`src/rtl/nor_seq_pkg.sv`:
```
// Shared types for the serial NOR command sequencer.
// Assumes byte-granular transfers; the opcode encodings below are fixed by behaviour.
package nor_seq_pkg;

    typedef enum logic [2:0] {
        ST_IDLE,
        ST_COLLECT,
        ST_RESP,
        ST_READ,
        ST_PROG
    } seq_st_e;

    typedef enum logic [3:0] {
        K_NONE,
        K_READ,
        K_READ_DUMMY,
        K_READ_DIO,
        K_READ_QIO,
        K_PROG,
        K_ERASE,
        K_WRSR,
        K_WEL_SET,
        K_WEL_CLR,
        K_STATUS,
        K_ID
    } op_kind_e;

    // Map an opcode byte onto its behavioural class.
    function automatic op_kind_e kind_of(input logic [7:0] op);
        case (op)
            8'h03:                   return K_READ;
            8'h0B, 8'h3B, 8'h6B:     return K_READ_DUMMY;
            8'hBB:                   return K_READ_DIO;
            8'hEB:                   return K_READ_QIO;
            8'h02, 8'hA2, 8'h32:     return K_PROG;
            8'h20, 8'h52, 8'hD8:     return K_ERASE;
            8'h01:                   return K_WRSR;
            8'h06:                   return K_WEL_SET;
            8'h04:                   return K_WEL_CLR;
            8'h05:                   return K_STATUS;
            8'h9F:                   return K_ID;
            default:                 return K_NONE;
        endcase
    endfunction

endpackage

```
`src/rtl/nor_seq_decode.sv`:
```
// Opcode decoder: classifies the opcode byte seen in idle and derives how
// many bytes to collect, or how long a response is.
// Assumes the manufacturer byte and extension presence are elaboration constants.
module nor_seq_decode
    import nor_seq_pkg::*;
#(
    parameter logic [7:0] MFR_BYTE = 8'hEF,
    parameter bit         HAS_EXT  = 1'b0
) (
    input  logic [7:0] op,
    input  logic       wel,
    output op_kind_e   kind,
    output logic [3:0] need,
    output logic       collect,
    output logic       respond,
    output logic [2:0] rsp_len
);
    localparam bit         SHORT_IO = (MFR_BYTE == 8'hEF) || (MFR_BYTE == 8'h01);
    localparam logic [3:0] DIO_N    = SHORT_IO ? 4'd4 : 4'd5;
    localparam logic [3:0] QIO_N    = SHORT_IO ? 4'd6 : 4'd8;
    localparam logic [2:0] ID_N     = HAS_EXT ? 3'd5 : 3'd3;

    // Byte counts and next-state hints for the current opcode.
    always_comb begin
        kind    = kind_of(op);
        need    = 4'd0;
        collect = 1'b0;
        respond = 1'b0;
        rsp_len = 3'd0;
        case (kind)
            K_READ, K_PROG, K_ERASE: begin need = 4'd3; collect = 1'b1; end
            K_READ_DUMMY:            begin need = 4'd4; collect = 1'b1; end
            K_READ_DIO:              begin need = DIO_N; collect = 1'b1; end
            K_READ_QIO:              begin need = QIO_N; collect = 1'b1; end
            K_WRSR:                  begin need = 4'd1; collect = wel; end
            K_STATUS:                begin rsp_len = 3'd1; respond = 1'b1; end
            K_ID:                    begin rsp_len = ID_N; respond = 1'b1; end
            default:                 ;
        endcase
    end
endmodule

```
`src/rtl/nor_seq_resp.sv`:
```
// Response byte multiplexer: picks the byte returned in the current transfer
// from array data, status or identification, else 0x00.
// Assumes rd_data is valid combinationally for the current read address.
module nor_seq_resp
    import nor_seq_pkg::*;
#(
    parameter logic [23:0] ID_CODE = 24'hEF4017,
    parameter logic [15:0] ID_EXT  = 16'h0000
) (
    input  seq_st_e    st,
    input  op_kind_e   kind,
    input  logic [2:0] pos,
    input  logic       wel,
    input  logic [7:0] rd_data,
    output logic [7:0] tx
);
    logic [7:0] id_byte;

    // Select the identification byte at the response position.
    always_comb begin
        case (pos)
            3'd0:    id_byte = ID_CODE[23:16];
            3'd1:    id_byte = ID_CODE[15:8];
            3'd2:    id_byte = ID_CODE[7:0];
            3'd3:    id_byte = ID_EXT[15:8];
            3'd4:    id_byte = ID_EXT[7:0];
            default: id_byte = 8'h00;
        endcase
    end

    // Final response mux by state.
    always_comb begin
        tx = 8'h00;
        if (st == ST_READ) begin
            tx = rd_data;
        end else if (st == ST_RESP) begin
            if (kind == K_ID) tx = id_byte;
            else              tx = {6'b0, wel, 1'b0};
        end
    end
endmodule

```
`src/rtl/nor_seq_addr.sv`:
```
// Array address counter: loaded when an address completes, stepped once per
// streamed byte, wrapping at 2**AW.
// Assumes the device size is a power of two.
module nor_seq_addr #(
    parameter int AW = 20
) (
    input  logic          clk,
    input  logic          rst_n,
    input  logic          load,
    input  logic [AW-1:0] load_val,
    input  logic          step,
    output logic [AW-1:0] cur
);
    // Load has priority; step wraps naturally in AW bits.
    always_ff @(posedge clk) begin
        if (!rst_n)    cur <= '0;
        else if (load) cur <= load_val;
        else if (step) cur <= cur + 1'b1;
    end
endmodule

```
`src/rtl/nor_cmd_seq.sv`:
```
// Top of the serial NOR command sequencer. One received byte per transfer;
// the response byte for that transfer is combinational from current state.
// Assumes DEV_BYTES is a power of two no larger than 2**24, and that
// frame_start is pulsed when chip select becomes active.
module nor_cmd_seq
    import nor_seq_pkg::*;
#(
    parameter int          DEV_BYTES = 1 << 20,
    parameter logic [23:0] ID_CODE   = 24'hEF4017,
    parameter logic [15:0] ID_EXT    = 16'h0000
) (
    input  logic                          clk,
    input  logic                          rst_n,
    input  logic                          frame_start,
    input  logic                          byte_vld,
    input  logic [7:0]                    rx_byte,
    output logic [7:0]                    tx_byte,
    output logic [$clog2(DEV_BYTES)-1:0]  rd_addr,
    input  logic [7:0]                    rd_data,
    output logic                          req_stb,
    output logic [7:0]                    req_op,
    output logic [23:0]                   req_addr,
    output logic                          wr_stb,
    output logic [$clog2(DEV_BYTES)-1:0]  wr_addr,
    output logic [7:0]                    wr_byte
);
    localparam int         AW      = $clog2(DEV_BYTES);
    localparam logic [7:0] MFR     = ID_CODE[23:16];
    localparam bit         HAS_EXT = (ID_EXT != 16'h0000);

    seq_st_e    st_q;
    logic [7:0] op_q;
    logic [3:0] need_q;
    logic [3:0] cnt_q;
    logic [2:0] pos_q;
    logic [2:0] rsp_len_q;
    logic       wel_q;
    logic [23:0] addr_sh_q;

    op_kind_e   dec_kind;
    logic [3:0] dec_need;
    logic       dec_collect;
    logic       dec_respond;
    logic [2:0] dec_rsp_len;
    op_kind_e   cur_kind;

    logic        take;
    logic        done;
    logic [23:0] addr_nxt;
    logic        addr_load;
    logic        addr_step;

    nor_seq_decode #(.MFR_BYTE(MFR), .HAS_EXT(HAS_EXT)) u_dec (
        .op      (rx_byte),
        .wel     (wel_q),
        .kind    (dec_kind),
        .need    (dec_need),
        .collect (dec_collect),
        .respond (dec_respond),
        .rsp_len (dec_rsp_len)
    );

    nor_seq_resp #(.ID_CODE(ID_CODE), .ID_EXT(ID_EXT)) u_resp (
        .st      (st_q),
        .kind    (cur_kind),
        .pos     (pos_q),
        .wel     (wel_q),
        .rd_data (rd_data),
        .tx      (tx_byte)
    );

    nor_seq_addr #(.AW(AW)) u_addr (
        .clk      (clk),
        .rst_n    (rst_n),
        .load     (addr_load),
        .load_val (addr_nxt[AW-1:0]),
        .step     (addr_step),
        .cur      (rd_addr)
    );

    // Per-transfer qualifiers and the assembled address.
    always_comb begin
        cur_kind  = kind_of(op_q);
        take      = byte_vld && !frame_start;
        addr_nxt  = (cnt_q < 4'd3) ? {addr_sh_q[15:0], rx_byte} : addr_sh_q;
        done      = take && (st_q == ST_COLLECT) && (4'(cnt_q + 4'd1) == need_q);
        addr_load = done && (cur_kind inside {K_READ, K_READ_DUMMY, K_READ_DIO,
                                              K_READ_QIO, K_PROG});
        addr_step = take && ((st_q == ST_READ) || (st_q == ST_PROG));
    end

    // Main sequencer: state, counters, latch and strobes.
    always_ff @(posedge clk) begin
        if (!rst_n) begin
            st_q      <= ST_IDLE;
            op_q      <= 8'h00;
            need_q    <= 4'd0;
            cnt_q     <= 4'd0;
            pos_q     <= 3'd0;
            rsp_len_q <= 3'd0;
            wel_q     <= 1'b0;
            addr_sh_q <= 24'd0;
            req_stb   <= 1'b0;
            req_op    <= 8'h00;
            req_addr  <= 24'd0;
            wr_stb    <= 1'b0;
            wr_addr   <= '0;
            wr_byte   <= 8'h00;
        end else begin
            req_stb <= 1'b0;
            wr_stb  <= 1'b0;
            if (frame_start) begin
                st_q  <= ST_IDLE;
                cnt_q <= 4'd0;
                pos_q <= 3'd0;
            end else if (byte_vld) begin
                case (st_q)
                    ST_IDLE: begin
                        op_q      <= rx_byte;
                        cnt_q     <= 4'd0;
                        pos_q     <= 3'd0;
                        need_q    <= dec_need;
                        rsp_len_q <= dec_rsp_len;
                        if (dec_kind == K_WEL_SET) wel_q <= 1'b1;
                        if (dec_kind == K_WEL_CLR) wel_q <= 1'b0;
                        if (dec_collect)      st_q <= ST_COLLECT;
                        else if (dec_respond) st_q <= ST_RESP;
                    end
                    ST_COLLECT: begin
                        cnt_q <= cnt_q + 4'd1;
                        if (cnt_q < 4'd3) addr_sh_q <= addr_nxt;
                        if (done) begin
                            st_q <= ST_IDLE;
                            case (cur_kind)
                                K_READ, K_READ_DUMMY, K_READ_DIO, K_READ_QIO:
                                    st_q <= ST_READ;
                                K_PROG: begin
                                    st_q     <= ST_PROG;
                                    req_stb  <= 1'b1;
                                    req_op   <= op_q;
                                    req_addr <= addr_nxt;
                                end
                                K_ERASE: begin
                                    req_stb  <= wel_q;
                                    req_op   <= op_q;
                                    req_addr <= addr_nxt;
                                end
                                K_WRSR: wel_q <= 1'b0;
                                default: ;
                            endcase
                        end
                    end
                    ST_RESP: begin
                        pos_q <= pos_q + 3'd1;
                        if (3'(pos_q + 3'd1) == rsp_len_q) begin
                            st_q  <= ST_IDLE;
                            pos_q <= 3'd0;
                        end
                    end
                    ST_PROG: begin
                        wr_stb  <= 1'b1;
                        wr_byte <= rx_byte;
                        wr_addr <= rd_addr;
                    end
                    default: ;
                endcase
            end
        end
    end
endmodule

```
`config.mk`:
```
export PLATFORM = sky130hd
export DESIGN_NAME = nor_cmd_seq
export DESIGN_NICKNAME = d
export VERILOG_FILES = /design/src/rtl/nor_seq_pkg.sv /design/src/rtl/nor_seq_decode.sv /design/src/rtl/nor_seq_resp.sv /design/src/rtl/nor_seq_addr.sv /design/src/rtl/nor_cmd_seq.sv
export SDC_FILE = /design/constraint.sdc
export NUM_CORES = 1
export LEC_CHECK = 0
export ABC_AREA = 1
export BUFFER_PORTS_ARGS = -buffer_cell sky130_fd_sc_hd__buf_2
export CAP_MARGIN = 10
export CORE_ASPECT_RATIO = 1.1
export CORE_MARGIN = 5
export CORE_UTILIZATION = 40
export DETAILED_ROUTE_END_ITERATION = 7
export PLACE_DENSITY = 0.72
export SLEW_MARGIN = 20
export SYNTH_ARGS = -nofsm -noshare
export SYNTH_HDL_FRONTEND = slang
export SYNTH_HIERARCHICAL = 1
export SYNTH_SLANG_ARGS = --single-unit
```
`constraint.sdc`:
```
create_clock -name clk -period 3.7 [get_ports clk]
set_clock_uncertainty 0.05 [all_clocks]
set_input_delay 0.37 -clock clk [delete_from_list [all_inputs] [get_ports clk]]
set_output_delay 0.37 -clock clk [all_outputs]
set_load 0.01 [all_outputs]
```
== After elaboration in Yosys (flattened, before gate mapping) ==
Index checks and enable logic that the tools add are counted.
W data, S select, Z words.
Cells by class
  add/sub/neg operators: 3
  reductions and logical operators: 37
  eq/ne operators: 66
  $lt $le $gt $ge: 1
  bitwise operators: 5
  multiplexer cells: 29
Operator list (count)
  $pmux W4 S11: 2
  $eq A8 B8 Y1 const B: 10
  $eq A8 B3 Y1 const B: 6
  $eq A8 B6 Y1 const B: 6
  $mux W20: 2
  $eq A4 B3 Y1 const B: 8
  $eq A8 B2 Y1 const B: 4
  $eq A8 B7 Y1 const B: 4
  $mux W24: 1
  $mux W8: 3
  $pmux W8 S3: 1
  $reduce_or A3 Y1: 8
  $add A20 B1 Y20 const B: 1
  $eq A4 B4 Y1 const B: 5
  $eq A4 B2 Y1 const B: 4
  $eq A8 B1 Y1 const B: 2
  $eq A8 B4 Y1 const B: 2
  $mux W3: 5
  $pmux W3 S2: 2
  $pmux W3 S4: 1
  $reduce_and A5 Y1: 2
  $eq A3 B2 Y1 const B: 3
  $pmux W3 S3: 1
  $eq A4 B1 Y1 const B: 2
  other kinds (30): 56
Word-level totals
  register bits: 132
  output and inout port bits: 90
  bits of input ports: 20
  word-level logic and storage cells: 156

== Longest topological paths before layout ==
  depth in word-level cells: 9
  gate-level depth with buffers: 19
  gate-level depth less buffers: 18

== Hierarchy ==
Netlist, hierarchy kept.
By module, submodules not included
  nor_cmd_seq: sequential area each 2242.2 sq um, times used 1, area each 4991.0 sq um, cells each 697
  nor_seq_addr: sequential area each 400.4 sq um, times used 1, area each 1266.2 sq um, cells each 195
  nor_seq_decode: sequential area each 0.0 sq um, times used 1, area each 402.9 sq um, cells each 82
  nor_seq_resp: sequential area each 0.0 sq um, times used 1, area each 195.2 sq um, cells each 44

== Least setup slack after synthesis ==
OpenSTA, ideal clock, no wires.
  path kind: register to register
  from: register cnt_q[0]
  to: register u_addr.cur[8]
  cell stages (with the launch flop): 17
  clock period less this slack: 2.213 ns
  data arrival time: 2.093 ns
  setup slack: 1.487 ns
  buffers on the path: 3
  library setup time: 0.070 ns
  required time: 3.580 ns
  cell sequence: dfxtp_1 -> ha_1 -> inv_1 -> nand2_1 -> nand2_1 -> nor2_1 -> nand2_2 -> nor2_2 -> nand2_2 -> inv_4 -> buf_6 -> o21ai_0 -> inv_1 -> buf_2 -> buf_2 -> a22oi_1 -> a21oi_1
Between the ends
  longest elaborated chain between the ends: 5
  elaborated cells on any way between the ends: 8
  classes of those cells: 1 x add/sub; 1 x order compare; 1 x eq/ne; 2 x mux; 3 x reduce/logical
Ends and longest elaborated chain
  start: declaration: line nor_cmd_seq.sv:34  | logic [3:0] cnt_q;
  start signal: assignment: line nor_cmd_seq.sv:130  | cnt_q <= cnt_q + 4'd1;
  $add A4 B1 Y4 (*): line nor_cmd_seq.sv:86  | done = take && (st_q == ST_COLLECT) && (4'(cnt_q + 4'd1) == need_q);
  $eq A4 B4 Y1 (*): line nor_cmd_seq.sv:86
  $logic_and A1 B1 Y1 (*): line nor_cmd_seq.sv:86
  $logic_and A1 B1 Y1 (*): line nor_cmd_seq.sv:87  | addr_load = done && (cur_kind inside {K_READ, K_READ_DUMMY, K_READ_DIO,
  net addr_load: line nor_cmd_seq.sv:50  | logic addr_load;
  $mux W20 or $reduce_bool A2 Y1 (tied branches)
  end signal: assignment: line nor_seq_addr.sv:17  | else if (load) cur <= load_val;
  end signal: assignment: line nor_seq_addr.sv:18  | else if (step) cur <= cur + 1'b1;
  end: declaration: line nor_seq_addr.sv:12  | output logic [AW-1:0] cur
Mark *: on every way through the listed nets, which the timed path passes. The rest lies on a longest branch.
A chain may end at the register's enable or synchronous reset.

== Final worst setup path ==
  from: register cnt_q[0]
  to: register u_addr.cur[1]
The elaborated chain is that of the path after synthesis.

==> results.yml <==
yosys:
  syn-cell-area_mm2: 0.00686
  synth-edff-count: 0
  synth_area_leaders: "dfxtp_1 (39%), nand2_1 (11%), o21ai_0 (7.2%), nor2_1 (7.1%), a21oi_1 (6.4%)"
  yosysUniqueCellTypes: 45
  synth_top_area_frac: 0.385
  synthFlopType: "dfxtp_1"
  synthArstFlopShare: 0
  synth-seq-cells: 132
  synth.largest_area_cell: "dfxtp_1"
  syn_area_per_cell_um2: 6.73
  syn_inst: 1018
  yosys_warnings: 6
  synth_seq_area_share: 0.385
clock_network:
  postCtsSetupRepairBufs: 0
  clockBufferDepth: 2
  cts_max_level: 4
  cts_buffers: 17
  cts_hold_buf: 0
  cts.sinks: 132
  cts-resized-gates: 0
  clk_pin_slew_ns: 0.06
  root_buffer: "clkbuf_16"
  insertion_delay_ns: 0.42
  cts_tree: "yes"
placed_design:
  postPlaceCellArea_mm2: 0.00746
  hpwlAfterDp_um: 13600
  gp_congestion: 0.914
  io_buffers: 109
grt:
  grt_pass1_vias: 6434
  grt.total_usage: 0.193
  antenna_found_initial: 0
  grt-ovfl-total: 0
  grt_pass1_wl_um: 31300
  grt_max_degree: 45
drt:
  drt-wirelength-per-cell_um: 14.0
  detail-route-antenna-nets: 0
  remaining_drc_errors: 0
  wirelength_um: 19000
  vias: 6838
  vias_per_cell: 5.05
  dr.first_iter.drc_count: 611
  drt_pre_antenna_iters: 8
flow_run:
  drv_cap: 0
finish:
  diodes: 0
  final_common_cell: "nand2_1"
  drive_gt1_frac: 0.186
  finalInstanceArea_mm2: 0.00809
  layout.cells.most_common_list: "nand2_1 (210), dfxtp_1 (132), nor2_1 (130), buf_2 (109), inv_1 (104)"
  final_nets: 1130
  syn2layout_area_growth_pct: 18.1
  final_core_util: 0.477
die:
  rows: 50
  die-area_mm2: 0.0199
  die_h_um: 147
  io_pins: 110
  core_area_mm2: 0.0170
  die_x_um: 135
  start_util: 0.404
power_and_ir_drop:
  power_density_mw_per_mm2: 422
  leakage_nw: 3.72
  p_total_w: 0.00342
  ir_drop_v: 0.000346
setup_path:
  cp-start-kind: "flip-flop"
  endpoint_kind: "flip-flop"
  cp.arrival_ns: 3.11
  regToRegStartpoint: "cnt_q[0]"
  crit_required_ns: 3.97
  worstPathMaxFanout: 33
  critPathLaunch: "cnt_q[0]"
  path_class: "reg2reg"
timing:
  rsz0062_at_grt: "false"
  timing.hold.ws_ns: 0.239
  post-route-min-period_ns: 2.85
  finalCritPeriodShare: 0.769
  worstMarginPinSlew_ns: 0.759
  setup_violations: 0
  fmax_mhz: 351
  relSlewSlack: 0.494
  hold_viol_final: 0
  slew_viol_final: 0
  fin_setup_tns_ns: 0
min_path:
  min_path_type: "in2reg"
  hp-start: "byte_vld"
outcome:
  status: "finished clean"
## power breakdown
group / switching [W] / internal (W)
Clock: 0.000636 / 0.00116
Combinational: 0.000125 / 0.0000480
Sequential: 0.0000133 / 0.00143
## layer usage
| layer | track usage | up-vias | routed length [um] |
|---|---|---|---|
| met5 | 0 | - | 0 |
| met3 | 0.0339 | 40 | 906 |
| met1 | 0.228 | 3122 | 8040 |
| li1 | - | 3481 | - |
| met4 | 0.0759 | 0 | 503 |
| met2 | 0.344 | 195 | 9510 |
## cell families (layout without fill, tap and decap cells)
family                   after synthesis  after routing  synth area share
AO/OA/AOI/OAI                        220            220             0.171
XOR/XNOR                               4              4           0.00511
adder cells (fa/ha/maj)                3              3           0.00548
buffers and inverters                169            269             0.108
flip-flops                           132            132             0.385
other                                  1              2          0.000547
AND/OR/NAND/NOR                      489            489             0.324
## critical path, stage by stage (launching register included)
cell and delay, ns:
dfxtp_1 0.44, ha_1 0.28, nand2_1 0.07, nand2_1 0.04
nor2_1 0.10, nand2_2 0.06, nor2_2 0.09, nand2_2 0.09
inv_4 0.27, o21ai_0 0.16, inv_1 0.33, inv_2 0.11
nand2_1 0.18, inv_2 0.17, nand2_1 0.09, nand3_1 0.06
nand2_1 0.06, inv_1 0.04
## layout make-up
| class | instances | area (um^2) |
|---|---|---|
| clock inverter | 11 | 173 |
| inverter | 123 | 464 |
| sequential | 132 | 2640 |
| tap | 234 | 293 |
| clock buffer | 20 | 457 |
| multi-input combinational | 718 | 3470 |
| timing repair buffer | 115 | 591 |
| fill | 1772 | 8860 |
## final timing paths
kind,cells after the start,slack [ns],endpoint
max,17,0.85,u_addr/cur[1]
min reg2reg,2,0.38,req_op[2]
max reg2reg,17,0.85,u_addr/cur[1]
min,3,0.24,pos_q[0]
## synth_stat cells (2+ instances only)
| cell type | n |
|---|---|
| nand2_1 | 210 |
| dfxtp_1 | 132 |
| nor2_1 | 130 |
| inv_1 | 104 |
| o21ai_0 | 99 |
| a21oi_1 | 88 |
| nand3_1 | 76 |
| clkbuf_1 | 19 |
| inv_2 | 17 |
| nand4_1 | 14 |
| nand2_2 | 13 |
| a22oi_1 | 12 |
| buf_2 | 12 |
| nor2_2 | 12 |
| buf_6 | 10 |
| nor3_1 | 9 |
| a31oi_1 | 7 |
| nand3b_1 | 5 |
| buf_4 | 4 |
| nand3_2 | 4 |
| nor2_4 | 4 |
| a21oi_2 | 3 |
| ha_1 | 3 |
| o21bai_1 | 3 |
| xor2_1 | 3 |
| nand2_4 | 2 |
| nor2_8 | 2 |
| o21ai_1 | 2 |
| o22ai_1 | 2 |
| o32ai_1 | 2 |
## stage by stage
step / cells / setup slack (ns)
detailed placement: 1322 / 0.907
floorplan: 1019 / 1.49
global placement: 1322 / 1.00
finish: 1353 / 0.855
CTS: 1353 / 0.882
global route: 1353 / 0.563
## sequential cells by signal (all words and copies together) (netlist names), 3 cells and up
register    flops
req_op          8
need_q          4
cnt_q           4
u_addr/cur     20
pos_q           3
st_q            3
op_q            8
wr_byte         8
wr_addr        20
addr_sh_q      24
req_addr       24
rsp_len_q       3
(Power assumes the default switching activity.)
